<file path="src/rtl/itlb_pkg.sv">
package itlb_pkg;
  localparam int VA_W     = 32;
  localparam int PG_SHIFT = 10;
  localparam int VPN_W    = VA_W - PG_SHIFT;
  localparam int PPN_W    = 19;
  localparam int PA_W     = PPN_W + PG_SHIFT;
  localparam int ASID_W   = 8;
  localparam int N_ENT    = 4;
  localparam int IDX_W    = $clog2(N_ENT);
  localparam int CNT_W    = IDX_W + 1;
  localparam int LRU_W    = 6;
  localparam int PROT_W   = 2;

  typedef enum logic [1:0] {
    PG_1K  = 2'd0,
    PG_4K  = 2'd1,
    PG_64K = 2'd2,
    PG_1M  = 2'd3
  } pg_size_e;

  typedef struct packed {
    logic              vld;
    logic              shr;
    logic [ASID_W-1:0] asid;
    logic [VPN_W-1:0]  vpn;
    logic [PPN_W-1:0]  ppn;
    pg_size_e          size;
    logic [PROT_W-1:0] prot;
  } tlb_ent_t;

  // In-page offset mask for each page size
  function automatic logic [VA_W-1:0] off_mask(input pg_size_e s);
    logic [VA_W-1:0] m;
    case (s)
      PG_1K:   m = VA_W'(32'h0000_03FF);
      PG_4K:   m = VA_W'(32'h0000_0FFF);
      PG_64K:  m = VA_W'(32'h0000_FFFF);
      default: m = VA_W'(32'h000F_FFFF);
    endcase
    return m;
  endfunction
endpackage

</file>
<file path="src/rtl/itlb_cmp.sv">
module itlb_cmp
  import itlb_pkg::*;
(
  input  tlb_ent_t          ent,
  input  logic [VA_W-1:0]   va,
  input  logic [ASID_W-1:0] cur_asid,
  input  logic              use_asid,
  output logic              match,
  output logic [PA_W-1:0]   pa
);
  logic [VA_W-1:0] msk;
  logic [VA_W-1:0] base;
  logic [PA_W-1:0] pbase;
  logic            asid_ok;
  logic            rng_ok;

  assign msk     = off_mask(ent.size);
  assign base    = {ent.vpn, {PG_SHIFT{1'b0}}} & ~msk;
  assign pbase   = {ent.ppn, {PG_SHIFT{1'b0}}} & ~msk[PA_W-1:0];
  assign asid_ok = ent.shr | ~use_asid | (ent.asid == cur_asid);
  assign rng_ok  = ((va & ~msk) == base);
  assign match   = ent.vld & asid_ok & rng_ok;
  assign pa      = pbase | (va[PA_W-1:0] & msk[PA_W-1:0]);
endmodule

</file>
<file path="src/rtl/itlb_store.sv">
module itlb_store
  import itlb_pkg::*;
(
  input  logic                   clk,
  input  logic                   rst_n,
  input  logic                   we,
  input  logic [IDX_W-1:0]       widx,
  input  tlb_ent_t               wdata,
  output tlb_ent_t [N_ENT-1:0]   ents
);
  for (genvar g = 0; g < N_ENT; g++) begin : g_slot
    always_ff @(posedge clk) begin
      if (!rst_n) begin
        ents[g] <= '0;
      end else if (we && (widx == IDX_W'(g))) begin
        ents[g] <= wdata;
      end
    end

    // a written slot holds the fill data after the edge
    p_slot_written_r7: assert property (@(posedge clk) disable iff (!rst_n)
      (we && widx == IDX_W'(g)) |=> (ents[g] == $past(wdata)));
  end
endmodule

</file>
<file path="src/rtl/itlb_plru.sv">
module itlb_plru
  import itlb_pkg::*;
(
  input  logic             clk,
  input  logic             rst_n,
  input  logic             wr_en,
  input  logic [LRU_W-1:0] wr_data,
  input  logic             upd_en,
  input  logic [IDX_W-1:0] upd_idx,
  output logic [LRU_W-1:0] state,
  output logic [IDX_W-1:0] victim,
  output logic             err
);
  function automatic logic [LRU_W-1:0] touch(input logic [LRU_W-1:0] s,
                                              input logic [IDX_W-1:0] i);
    logic [LRU_W-1:0] n;
    case (i)
      2'd0:    n = s & 6'b000111;
      2'd1:    n = (s | 6'b100000) & 6'b111001;
      2'd2:    n = (s | 6'b010100) & 6'b111110;
      default: n = s | 6'b001011;
    endcase
    return n;
  endfunction

  always_ff @(posedge clk) begin
    if (!rst_n) begin
      state <= '0;
    end else if (wr_en) begin
      state <= wr_data;
    end else if (upd_en) begin
      state <= touch(state, upd_idx);
    end
  end

  always_comb begin
    err = 1'b0;
    if (state[5] && state[4] && state[3]) begin
      victim = 2'd0;
    end else if (!state[5] && state[2] && state[1]) begin
      victim = 2'd1;
    end else if (!state[4] && !state[2] && state[0]) begin
      victim = 2'd2;
    end else if (!state[3] && !state[1] && !state[0]) begin
      victim = 2'd3;
    end else begin
      victim = 2'd0;
      err    = 1'b1;
    end
  end

  p_load_r8: assert property (@(posedge clk) disable iff (!rst_n)
    wr_en |=> (state == $past(wr_data)));
  p_hold_r9: assert property (@(posedge clk) disable iff (!rst_n)
    (!wr_en && !upd_en) |=> $stable(state));
  p_touch0_r2: assert property (@(posedge clk) disable iff (!rst_n)
    (!wr_en && upd_en && upd_idx == 2'd0) |=> (state[5:3] == 3'b000));
  p_touch3_r2: assert property (@(posedge clk) disable iff (!rst_n)
    (!wr_en && upd_en && upd_idx == 2'd3) |=> (state[3] && state[1] && state[0]));
  p_err_slot0_r3: assert property (@(posedge clk) disable iff (!rst_n)
    err |-> (victim == 2'd0));
endmodule

</file>
<file path="src/rtl/ifetch_tlb4.sv">
module ifetch_tlb4
  import itlb_pkg::*;
(
  input  logic              clk,
  input  logic              rst_n,
  input  logic              lkp_en,
  input  logic [31:0]       lkp_va,
  input  logic [7:0]        cur_asid,
  input  logic              use_asid,
  input  logic              fill_valid,
  output logic              fill_ready,
  input  logic [21:0]       fill_vpn,
  input  logic [7:0]        fill_asid,
  input  logic [18:0]       fill_ppn,
  input  logic [1:0]        fill_size,
  input  logic [1:0]        fill_prot,
  input  logic              fill_shr,
  input  logic              fill_ent_vld,
  input  logic              lru_wr_en,
  input  logic [5:0]        lru_wr_data,
  output logic              hit,
  output logic              miss,
  output logic              multi_hit,
  output logic [1:0]        hit_idx,
  output logic [1:0]        hit_prot,
  output logic [18:0]       hit_ppn,
  output logic [28:0]       hit_pa,
  output logic [5:0]        lru_state,
  output logic [1:0]        victim_idx,
  output logic              lru_err
);
  tlb_ent_t [N_ENT-1:0] ents;
  tlb_ent_t             fill_ent;
  logic [N_ENT-1:0]     match;
  logic [PA_W-1:0]      pa_v [N_ENT];
  logic [CNT_W-1:0]     n_match;
  logic [IDX_W-1:0]     sel;
  logic                 fill_acc;
  logic                 upd_en;
  logic [IDX_W-1:0]     upd_idx;

  assign fill_ready = ~lru_wr_en;
  assign fill_acc   = fill_valid & fill_ready;

  always_comb begin
    fill_ent      = '0;
    fill_ent.vld  = fill_ent_vld;
    fill_ent.shr  = fill_shr;
    fill_ent.asid = fill_asid;
    fill_ent.vpn  = fill_vpn;
    fill_ent.ppn  = fill_ppn;
    fill_ent.size = pg_size_e'(fill_size);
    fill_ent.prot = fill_prot;
  end

  itlb_store u_store (
    .clk   (clk),
    .rst_n (rst_n),
    .we    (fill_acc),
    .widx  (victim_idx),
    .wdata (fill_ent),
    .ents  (ents)
  );

  for (genvar g = 0; g < N_ENT; g++) begin : g_cmp
    itlb_cmp u_cmp (
      .ent      (ents[g]),
      .va       (lkp_va),
      .cur_asid (cur_asid),
      .use_asid (use_asid),
      .match    (match[g]),
      .pa       (pa_v[g])
    );

    // an invalid slot never matches
    p_invalid_quiet_r4: assert property (@(posedge clk) disable iff (!rst_n)
      !ents[g].vld |-> !match[g]);
  end

  always_comb begin
    n_match = '0;
    sel     = '0;
    for (int i = N_ENT - 1; i >= 0; i--) begin
      n_match = n_match + CNT_W'(match[i]);
      if (match[i]) sel = IDX_W'(i);
    end
  end

  assign hit       = lkp_en & (n_match == CNT_W'(1));
  assign miss      = lkp_en & (n_match == '0);
  assign multi_hit = lkp_en & (n_match > CNT_W'(1));
  assign hit_idx   = sel;
  assign hit_prot  = ents[sel].prot;
  assign hit_ppn   = ents[sel].ppn;
  assign hit_pa    = pa_v[sel];

  assign upd_en  = fill_acc | hit;
  assign upd_idx = fill_acc ? victim_idx : sel;

  itlb_plru u_plru (
    .clk     (clk),
    .rst_n   (rst_n),
    .wr_en   (lru_wr_en),
    .wr_data (lru_wr_data),
    .upd_en  (upd_en),
    .upd_idx (upd_idx),
    .state   (lru_state),
    .victim  (victim_idx),
    .err     (lru_err)
  );

  p_status_excl_r6: assert property (@(posedge clk) disable iff (!rst_n)
    $onehot0({hit, miss, multi_hit}));
  p_idle_quiet_r9: assert property (@(posedge clk) disable iff (!rst_n)
    !lkp_en |-> !(hit || miss || multi_hit));
  p_ready_block_r8: assert property (@(posedge clk) disable iff (!rst_n)
    lru_wr_en |-> !fill_ready);
  p_multi_keep_r6: assert property (@(posedge clk) disable iff (!rst_n)
    (multi_hit && !fill_valid && !lru_wr_en) |=> $stable(lru_state));
endmodule

</file>
<file path="config.mk">
export PLATFORM = sky130hd
export DESIGN_NAME = ifetch_tlb4
export DESIGN_NICKNAME = d
export VERILOG_FILES = /design/src/rtl/itlb_pkg.sv /design/src/rtl/itlb_cmp.sv /design/src/rtl/itlb_store.sv /design/src/rtl/itlb_plru.sv /design/src/rtl/ifetch_tlb4.sv
export SDC_FILE = /design/constraint.sdc
export NUM_CORES = 1
export LEC_CHECK = 0
export BUFFER_PORTS_ARGS = -buffer_cell sky130_fd_sc_hd__buf_2
export CORE_ASPECT_RATIO = 2
export CORE_MARGIN = 2
export CORE_UTILIZATION = 55
export DETAILED_ROUTE_END_ITERATION = 7
export GPL_ROUTABILITY_DRIVEN = 0
export PLACE_DENSITY = 0.87
export REMOVE_ABC_BUFFERS = 1
export SLEW_MARGIN = 20
export SYNTH_ARGS = -nofsm -noshare
export SYNTH_HDL_FRONTEND = slang
export SYNTH_HIERARCHICAL = 1
export SYNTH_SLANG_ARGS = --single-unit
</file>
<file path="constraint.sdc">
create_clock -name clk -period 4.41 [get_ports clk]
set_input_delay 0.2205 -clock clk [delete_from_list [all_inputs] [get_ports clk]]
set_output_delay 0.2205 -clock clk [all_outputs]
set_load 0.02 [all_outputs]
</file>
==> results by group <==
Yosys
  – Ranking of synthesized cells by area: dfxtp_1 (35%), mux2i_1 (17%), nand2_1 (8.1%)
  – Post-synth EDFFs: 0
  – Register bit total from synthesis: approximately 230
  – Gate Count Post-Synth: 1,379
  – Synth Flop Type: dfxtp_1
  – Synth Cell Area: between 10,000 and 15,000 um^2
  – Asr flop ratio synth: 0%
  – Netlist cell types: 44
  – Post-synth top area share: 34.6%
  – Synth Area per Inst: between 9 and 10 um^2
  – Sequential area share after synthesis: between 30% and 40%
  – Yosys Warn Count: 6
  – Synth area leader: dfxtp_1

Detailed routing
  – Routed via count: around 10,000
  – Avg Vias per Cell: approximately 6
  – Initial drt markers: 574
  – Final wirelength: between 30,000 and 40,000 um
  – DRT antenna net count: 0
  – DRC Markers: 8
  – Drt pass-1 iters: 7
  – Routed WL per cell: between 15 and 20 um

STA
  – Clock Skew: ~0.015 ns
  – Final worst-path setup slack: 0.274 ns
  – Post-route minimum period: slightly above 4 ns
  – Slew Limit Fails: 0
  – RSZ-0062 raised after global routing: false
  – Crit share post-route: 93.8%
  – Final Hold Viols: 0
  – TNS Setup: 0 ns
  – Slew at the pin closest to its max-slew limit: approximately 1.1 ns
  – Final Setup Violations: 0
  – Max Fclk: around 240 MHz
  – Worst relative slew slack: between 20 and 30%

Setup path
  – Critical Path AT: a little under 4 ns
  – CP endpoint kind: output pin
  – Crit path kind: reg2out
  – Slowest stage delay, CP: slightly below 0.6 ns
  – CP startpoint kind: flop
  – Crit-path max FO: 55
  – CP Cell Sequence: nand2_1 > o41ai_2 > o21ai_1 > nor4_4 > buf_6 > nand2b_4 > buf_12 > o221ai_2 > a21oi_1 > buf_2
  – CP max stage cell: dfxtp_1
  – Critical path data required time: 4.19 ns
  – FF-to-FF path depth: 12

Clock network
  – Clk buf depth: 3
  – Root buf cell: clkbuf_16
  – Max H-tree Level: 1
  – Clock sink total: around 230
  – Clk slew on worst S/H paths: ~0.070 ns
  – Worst-Skew Late Latency: about 0.5 ns
  – CTS buffer count: 21
  – CTS tree: done
  – Post-CTS setup buffer count: 0

Place
  – Final HPWL DP: 22,200 um
  – IO buf count: ~170
  – Post-place setup slack: between 0.2 and 0.3 ns

Pwr
  – Pwr dens: between 300 and 400 nW/um^2
  – Comb pwr share: a little under an eighth
  – Clk network pwr share: a little over two fifths
  – Sw Ratio: about a quarter
  – Sequential share of power: a little under half
  – P_int: between 0.003 and 0.004 W
  – Switching pwr: 0.00119 W
  – P_leak: a little under 7 nW
  – Max VDD drop: roughly 0.00023 V

Floorplanning
  – Die Wd: approximately 110 um
  – Core Footprint: ~23,000 um^2
  – Io pins: ~170
  – Row Count: 79
  – Die area: between 20,000 and 30,000 um^2
  – Overall die height: between 200 and 250 um
  – Initial core utilization: 56.1%

Finish
  – Most frequent cells in the layout: nand2_1 (282), dfxtp_1 (226), mux2i_1 (221)
  – Ratio of cells with drive above 1 in the final layout: about 21%
  – Commonest non-fill, non-tap cell in the layout: nand2_1
  – Filler Cell Count: around 2,000
  – Fin nets: around 1,500
  – P&R area growth vs syn: 7.34%

Hold path
  – Hold Path Depth: 3
  – Hold Crit Class: in2reg

Flow run
  – Max-Cap Viols: 0

Outcome
  – Status: complete, but fails checks
  – Failing checks: DRC

Global route
  – Antenna violations before repair: 3
  – Vias in the first global route: 10,400
  – Largest net degree at the start of global routing: between 100 and 150
  – Global-route usage over all layers: 25.4%
  – Grt total ovfl: 0
  – First-pass GRT wire length: roughly 52,000 um
==> power by group through the flow <==
stage | sequential (W) | combinational [W] | clock [W]
after CTS | 0.00217 | 0.000564 | 0.00210
after global routing | 0.00218 | 0.000612 | 0.00218
after floorplan | 0.00221 | 0.000341 | 0
after detailed placement | 0.00222 | 0.000556 | 0
final | 0.00217 | 0.000567 | 0.00206
after global placement | 0.00221 | 0.000542 | 0
==> layer usage <==
| layer | vias up | GRT usage, % | part of all wire (%) |
|---|---|---|---|
| li1 | 4810 | - | - |
| met2 | 319 | 47.5 | 54 |
| met3 | 118 | 2.95 | 4.1 |
| met4 | 0 | 14.9 | 5.7 |
| met5 | - | 0 | 0 |
| met1 | 4853 | 26.5 | 36 |
==> sequential cells by signal, indices dropped and copies added, names as in the netlist <==
register	flops
u_plru/state	6
u_store/ents	220
==> repair_timing <==
| action | in CTS | in global routing |
|---|---|---|
| resized for setup | 0 | 2 |
| endpoints found under the setup margin | 0 | 16 |
| hold endpoints to repair | 4 | 0 |
| hold buffers | 4 | 0 |
==> stage by stage <==
step	util, %	power [W]	instance area (um^2)	hold WS (ns)	instances
after floorplan	-	0.00255	11700	0.327	1208
final	60.2	0.00480	14000	0.0502	1722
after global routing	60.2	0.00497	14000	0.0522	1722
after global placement	56.5	0.00276	13200	0.438	1679
after CTS	60.1	0.00484	14000	0.0332	1719
after detailed placement	56.5	0.00277	13200	0.452	1679
==> logic make-up (layout without fill, tap and decap cells) <==
family / after synthesis / count (layout) / share of synthesized area, %
buffers and inverters: 179 / 236 / 10.5
muxes: 263 / 263 / 20.5
and+or+nand+nor: 407 / 407 / 14.2
adders and majority gates: 4 / 4 / 0.440
AOI/OAI and AO/OA: 179 / 179 / 11.7
xor gates and xnor gates: 121 / 121 / 8.10
other: 0 / 3 / 0
DFF: 226 / 226 / 34.6
==> final cells by class <==
| class | count | area (um^2) | share of cell area [%] |
|---|---|---|---|
| Sequential cell | 226 | 4520 | 32.2 |
| Inverter | 8 | 30.0 | 0.214 |
| Antenna cell | 3 | 7.51 | 0.0535 |
| Clock inverter | 12 | 216 | 1.54 |
| Tap cell | 283 | 354 | 2.52 |
| Multi-Input combinational cell | 974 | 7230 | 51.5 |
| Timing Repair Buffer | 192 | 1110 | 7.92 |
| Clock buffer | 24 | 567 | 4.04 |
==> cells in the mapped netlist (2+ instances only) <==
library cell and number:
a211oi_1 2, a21oi_1 57, buf_12 5, buf_2 36, buf_4 79, buf_6 5, buf_8 21, clkbuf_1 25
dfxtp_1 226, ha_1 3, inv_1 7, mux2_1 40, mux2_2 2, mux2i_1 221, nand2_1 282, nand2b_1 58
nand3_1 10, nand3b_1 3, nor2_1 11, nor2b_1 2, nor3_1 7, nor4_1 20, nor4_2 4, o21ai_0 4
o21ai_1 8, o221ai_2 50, o22ai_1 50, o41ai_2 4, or2_2 2, or2b_1 2, xnor2_1 5, xor2_1 116
==> critical path: cells and delay by family (launching register included) <==
| kind | cells | cell delay (ns) |
|---|---|---|
| AO/OA/AOI/OAI | 4 | 0.66 |
| AND/OR/NAND/NOR | 3 | 1.14 |
| buffers and inverters | 3 | 0.97 |
| flip-flops | 1 | 0.59 |
==> final timing paths <==
| kind | from | slack [ns] | to |
|---|---|---|---|
| max reg2reg | u_store/ents[214] | 0.42 | u_plru/state[5] |
| max | u_store/ents[3] | 0.27 | hit_pa[14] |
| min reg2reg | u_store/ents[53] | 0.45 | u_store/ents[53] |
| min | fill_vpn[4] | 0.05 | u_store/ents[82] |
Power figures use the tool's default switching activity.
